[src/rtl/amp_seq_pkg.sv]
package amp_seq_pkg;

   typedef enum logic [1:0] {
      SEQ_IDLE  = 2'd0,
      SEQ_ARM   = 2'd1,
      SEQ_MUTED = 2'd2,
      SEQ_LIVE  = 2'd3
   } seq_state_t;

   function automatic logic req_is_stby(input logic [1:0] m);
      return (m == 2'b00);
   endfunction

   function automatic logic req_is_oper(input logic [1:0] m);
      return m[1];
   endfunction

endpackage

[src/rtl/amp_seq_shortmon.sv]
module amp_seq_shortmon #(
   parameter int NOUT        = 2,
   parameter int SYNC_STAGES = 2
) (
   input  logic              clk,
   input  logic              rst,
   input  logic [2*NOUT-1:0] flags,
   output logic              short_any
);
   localparam int FW = 2 * NOUT;

   logic [FW-1:0]   flags_s;
   logic [NOUT-1:0] out_fault;

   generate
      if (SYNC_STAGES == 0) begin : g_direct
         assign flags_s = flags;
      end else begin : g_sync
         logic [SYNC_STAGES-1:0][FW-1:0] pipe;
         always_ff @(posedge clk) begin
            if (rst) begin
               pipe <= '0;
            end else begin
               pipe[0] <= flags;
               for (int i = 1; i < SYNC_STAGES; i++) begin
                  pipe[i] <= pipe[i-1];
               end
            end
         end
         assign flags_s = pipe[SYNC_STAGES-1];
      end

      for (genvar k = 0; k < NOUT; k++) begin : g_out
         assign out_fault[k] = flags_s[2*k] | flags_s[2*k+1];
      end
   endgenerate

   assign short_any = |out_fault;

endmodule

[src/rtl/amp_seq_timer.sv]
module amp_seq_timer #(
   parameter int CNT_W = 8,
   parameter int LIMIT = 150
) (
   input  logic             clk,
   input  logic             rst,
   input  logic             clr,
   input  logic             inc,
   output logic [CNT_W-1:0] cnt
);
   localparam logic [CNT_W-1:0] LIM_V = CNT_W'(LIMIT);

   always_ff @(posedge clk) begin
      if (rst || clr) begin
         cnt <= '0;
      end else if (inc && (cnt != LIM_V)) begin
         cnt <= cnt + 1'b1;
      end
   end

endmodule

[src/rtl/amp_seq_fsm.sv]
module amp_seq_fsm
   import amp_seq_pkg::*;
#(
   parameter int CNT_W = 8,
   parameter int T_SW  = 100,
   parameter int T_AUD = 50
) (
   input  logic             clk,
   input  logic             rst,
   input  logic [1:0]       mode_req,
   input  logic             tick,
   input  logic             short_any,
   input  logic [CNT_W-1:0] cnt,
   output logic             cnt_clr,
   output logic             cnt_inc,
   output logic             sw_en,
   output logic             audio_en,
   output logic             standby_ind
);
   localparam int               T_MUTE  = T_SW + T_AUD;
   localparam logic [CNT_W-1:0] SW_LAST = CNT_W'(T_SW - 1);
   localparam logic [CNT_W-1:0] MUTE_V  = CNT_W'(T_MUTE);

   seq_state_t state, state_nx;

   always_comb begin
      state_nx = state;
      cnt_clr  = 1'b0;
      cnt_inc  = 1'b0;
      if (req_is_stby(mode_req)) begin
         state_nx = SEQ_IDLE;
         cnt_clr  = 1'b1;
      end else begin
         case (state)
            SEQ_IDLE: begin
               state_nx = SEQ_ARM;
               cnt_clr  = 1'b1;
            end
            SEQ_ARM: begin
               cnt_inc = tick && !short_any;
               if (cnt_inc && (cnt == SW_LAST)) begin
                  state_nx = SEQ_MUTED;
               end
            end
            SEQ_MUTED: begin
               cnt_inc = tick;
               if (req_is_oper(mode_req) && (cnt >= MUTE_V)) begin
                  state_nx = SEQ_LIVE;
               end
            end
            default: begin
               if (!req_is_oper(mode_req)) begin
                  state_nx = SEQ_MUTED;
                  cnt_clr  = 1'b1;
               end
            end
         endcase
      end
   end

   always_ff @(posedge clk) begin
      if (rst) begin
         state <= SEQ_IDLE;
      end else begin
         state <= state_nx;
      end
   end

   assign sw_en       = (state == SEQ_MUTED) || (state == SEQ_LIVE);
   assign audio_en    = (state == SEQ_LIVE);
   assign standby_ind = (state == SEQ_IDLE);

endmodule

[src/rtl/amp_seq.sv]
module amp_seq #(
   parameter int NOUT        = 2,
   parameter int SYNC_STAGES = 2,
   parameter int CNT_W       = 8,
   parameter int T_SW        = 100,
   parameter int T_AUD       = 50
) (
   input  logic              clk,
   input  logic              rst,
   input  logic [1:0]        mode_req,
   input  logic              tick,
   input  logic [2*NOUT-1:0] short_flags,
   output logic              sw_en,
   output logic              audio_en,
   output logic              standby_ind
);
   localparam int T_MUTE = T_SW + T_AUD;

   generate
      if (NOUT < 1) begin : g_bad_nout
         $error("NOUT must be at least 1");
      end
      if (SYNC_STAGES < 0) begin : g_bad_sync
         $error("SYNC_STAGES must not be negative");
      end
      if (T_SW < 1 || T_AUD < 0) begin : g_bad_dly
         $error("T_SW must be at least 1 and T_AUD non-negative");
      end
      if (CNT_W < 8 || T_MUTE >= (1 << CNT_W)) begin : g_bad_cnt
         $error("CNT_W must be at least 8 and hold T_SW+T_AUD");
      end
   endgenerate

   logic             short_any;
   logic             tmr_clr;
   logic             tmr_inc;
   logic [CNT_W-1:0] tmr_cnt;

   amp_seq_shortmon #(
      .NOUT        (NOUT),
      .SYNC_STAGES (SYNC_STAGES)
   ) u_shortmon (
      .clk       (clk),
      .rst       (rst),
      .flags     (short_flags),
      .short_any (short_any)
   );

   amp_seq_timer #(
      .CNT_W (CNT_W),
      .LIMIT (T_MUTE)
   ) u_timer (
      .clk (clk),
      .rst (rst),
      .clr (tmr_clr),
      .inc (tmr_inc),
      .cnt (tmr_cnt)
   );

   amp_seq_fsm #(
      .CNT_W (CNT_W),
      .T_SW  (T_SW),
      .T_AUD (T_AUD)
   ) u_fsm (
      .clk         (clk),
      .rst         (rst),
      .mode_req    (mode_req),
      .tick        (tick),
      .short_any   (short_any),
      .cnt         (tmr_cnt),
      .cnt_clr     (tmr_clr),
      .cnt_inc     (tmr_inc),
      .sw_en       (sw_en),
      .audio_en    (audio_en),
      .standby_ind (standby_ind)
   );

endmodule

[config.mk]
export PLATFORM = sky130hd
export DESIGN_NAME = amp_seq
export DESIGN_NICKNAME = d
export VERILOG_FILES = /design/src/rtl/amp_seq_pkg.sv /design/src/rtl/amp_seq_shortmon.sv /design/src/rtl/amp_seq_timer.sv /design/src/rtl/amp_seq_fsm.sv /design/src/rtl/amp_seq.sv
export SDC_FILE = /design/constraint.sdc
export NUM_CORES = 1
export LEC_CHECK = 0
export ABC_AREA = 1
export ABC_CLOCK_PERIOD_IN_PS = 2000
export CORE_MARGIN = 2
export CORE_UTILIZATION = 37
export CTS_CLUSTER_SIZE = 16
export DETAILED_ROUTE_END_ITERATION = 12
export GPL_ROUTABILITY_DRIVEN = 0
export PLACE_DENSITY = 0.57
export SKIP_LAST_GASP = 1
export SYNTH_ARGS = -nofsm -noshare
export SYNTH_HDL_FRONTEND = slang
export SYNTH_SLANG_ARGS = --single-unit
[constraint.sdc]
create_clock -name clk -period 2 [get_ports clk]
set_input_delay 0.2 -clock clk [delete_from_list [all_inputs] [get_ports clk]]
set_output_delay 0.2 -clock clk [all_outputs]
set_load 0.01 [all_outputs]
==> run_results.csv <==
group,metric,value,unit
status,status,"finished clean",
sta,max_slew_margin,78.99,%
power_and_ir_drop,switching_share,35.70,%
floorplan,core-area,0.002477,mm²
sta,worst_pin_slew,314.0,ps
floorplan,dieArea,0.003057,mm²
layout,layout_commonest_cell,"nand2_1",
setup_path,reg2reg_from,"u_fsm.state[1]",
hold_path,min_path_cells,3,
sta,worst_slack,307.2,ps
hold_path,hold_start,"short_flags[3]",
place,placed_cell_area,0.001109,mm²
clocking,clk-insertion-delay-late,290,ps
setup_path,cpMaxStageDelayCell,"clkdlybuf4s50_1",
synthesis,synth.distinct_cells,24,
synthesis,synth_area,973.4,µm²
setup_path,cp-startpoint,"u_fsm.state[0]",
hold_path,min_path_type,"in2reg",
routing,drc_errors,0,
routing,route.vias.total,824,
global_route,grt_pass1_vias,721,
clocking,cts_tree,"built",
place,port_buffers,11,
layout,fin_nets,167,
synthesis,syn-num-nets,153,
sta,fin_setup_tns,0,ps
setup_path,cp.required,1800,ps
routing,ant_nets,0,
layout,antenna_cells,0,
sta,skew,2.892,ps
place,dp_hpwl,1.390,mm
place,place_ws,315.2,ps
setup_path,r2r_cells,7,
clocking,cts_hold_buf,0,
routing,routedWlPerCell,9.917,µm
sta,hold_slack,406.0,ps
power_and_ir_drop,leakagePower,0.5255,nW
clocking,cts.reportedPaths.clkPinSlew,100,ps
routing,routed.top_layer,"met4",
floorplan,rows,18,
setup_path,worst-path-stages,3,
layout,drive_gt1_share,10.00,%
sta,finalCriticalPeriod,1693,ps
routing,dr.pass1.iters,4,
power_and_ir_drop,comb_power_share,41.9,%
synthesis,ys_ff_latch,18,
layout,final_cell_area,0.001149,mm²
sta,hold_viol,0,
power_and_ir_drop,p_sw,0.3877,mW
synthesis,synthCells,137,
floorplan,die_w,55.29,µm
floorplan,fp.dieH,55.29,µm
synthesis,avgSynthCellArea,7.105,µm²
global_route,grt_max_degree,13,
sta,rsz0062_at_grt,"no",
global_route,grt.overflow.total,0,
sta,fmaxAchievable,590.7,MHz
clocking,numCtsBuffers,3,
flow_run,cap_violations,0,
floorplan,boundaryPins,12,
setup_path,path_delay_family,"buffers and inverters",
clocking,ctsHtreeMaxLevel,1,
routing,route.met2.wl,767,µm
setup_path,crit_end,"standby_ind",
setup_path,worst-path-buf-inv,2,
global_route,antenna_found_initial,0,
routing,wl_met1,890,µm
setup_path,r2r_slack,360,ps
synthesis,yosysSeqAreaShare,37.02,%
power_and_ir_drop,intPower,0.6984,mW
clocking,postCtsSetupRepairBufs,0,
power_and_ir_drop,power_frac_seq,37.7,%
sta,setup_viol,0,
routing,avgViaCountPerCell,4.578,
layout,num-fill-cells,257,
setup_path,cp-start-kind,"register",
setup_path,rr_endpoint,"u_timer.cnt[1]",
sta,slew_violations,0,
layout,synthToLayoutAreaGrowth,17.99,%
setup_path,critical-path-max-stage-delay,540,ps
synthesis,ys_warn_count,0,
setup_path,worstSetupPathType,"reg2out",
power_and_ir_drop,p_per_area,945.6,mW/mm²
global_route,track_usage,12.30,%
setup_path,worstPathArrival,1490,ps
clocking,cts_root_buffer,"clkbuf_4",
setup_path,crit_chain,"inv_1 -> ha_1 -> clkdlybuf4s50_1",
sta,fin_crit_sh,84.64,%
layout,final_cell_mix,"nand2_1 (27), inv_1 (20), nor2_1 (18)",
power_and_ir_drop,clkPwrFrac,20.4,%
power_and_ir_drop,vdd_drop_max,0.0005242,V
routing,drtIter0Drc,20,
routing,wl_met3,78,µm
clocking,clock-sinks,18,
global_route,grt_pass1_wl,2.960,mm
clocking,ctsResizeCount,0,
setup_path,crit_fanout,4,
setup_path,worst_setup_path_end_kind,"primary output",
clocking,clockBufferDepth,2,
floorplan,start_util,39.29,%
routing,route.final.wire_length,1.785,mm
-- metrics by stage --
stage	utilization [%]	cells	total power, mW
floorplan	-	137	0.7424
global placement	44.75	176	0.8870
detailed placement	44.75	176	0.8806
CTS	46.21	180	1.103
global route	46.36	180	1.181
finish	46.36	180	1.086
-- per-layer routing --
metal  GRT usage (%)  vias up
met5               0        -
met4           8.362        0
met3           2.810        4
met2           18.71       20
met1           15.36      350
li1                -      450
-- cells in the mapped netlist, drive strengths merged --
cell type  number  share of area, %
nand2          29                12
inv            22               8.5
nand4           2               1.3
nor3            4               2.1
xor2            3               2.7
or2             3               1.9
buf             2               1.7
clkbuf          1              0.39
dfxtp          18                37
nand3           9               4.6
o21ai           6               3.5
nor3b           1              0.77
nor2           20               8.2
a21oi           9               5.8
ha              7               9.0
xnor2           1              0.90
-- logic make-up (layout without fill, tap and decap cells) --
logic type,Yosys count,count (layout),share of synthesized area (%)
fa+ha+maj,7,7,8.997
simple gates,68,68,30.59
compound gates,15,15,9.255
xor+xnor,4,4,3.600
flops,18,18,37.02
buf+inv,25,38,10.54
-- worst reg2reg max path: cells and delay by family (launching register included) --
| kind | cells | cell delay [ps] |
|---|---|---|
| adder cells (fa/ha/maj) | 1 | 280 |
| flip-flops | 1 | 390 |
| AO/OA/AOI/OAI | 3 | 390 |
| buffers and inverters | 1 | 100 |
| AND/OR/NAND/NOR | 2 | 420 |
-- power groups by stage --
| stage | logic [mW] | registers, mW | clock network (mW) |
|---|---|---|---|
| 2_1_floorplan | 0.330 | 0.412 | 0 |
| 3_3_place_gp | 0.472 | 0.415 | 0 |
| 3_5_place_dp | 0.464 | 0.417 | 0 |
| 4_1_cts | 0.466 | 0.408 | 0.229 |
| 5_1_grt | 0.522 | 0.416 | 0.244 |
| 6_report | 0.455 | 0.410 | 0.222 |
-- worst min path at each step --
stage	endpoint	slack, ps
after floorplan	u_shortmon.g_sync.pipe[0]	310
after global placement	u_shortmon.flags_s[1]	390
after detailed placement	u_shortmon.flags_s[2]	400
after CTS	u_shortmon.g_sync.pipe[3]	400
after global routing	u_shortmon.g_sync.pipe[0]	390
final	u_shortmon.g_sync.pipe[3]	410
-- area by class of cell --
cell class              instances  area [µm²]  area share [%]
multi-input cells              94       510.5           44.44
flip-flops and latches         18       361.6           31.48
repair buffers                 12       120.1           10.46
inverters                      22       82.58           7.190
well taps                      30       37.54           3.268
clock buffers                   4       36.28           3.159
-- sequential cells by signal, indices dropped and copies added, names as in the netlist --
signal	flops
u_fsm.state	2
u_shortmon.flags_s	4
u_shortmon.g_sync.pipe	4
u_timer.cnt	8
No activity file was read; power rests on OpenSTA's default activity.
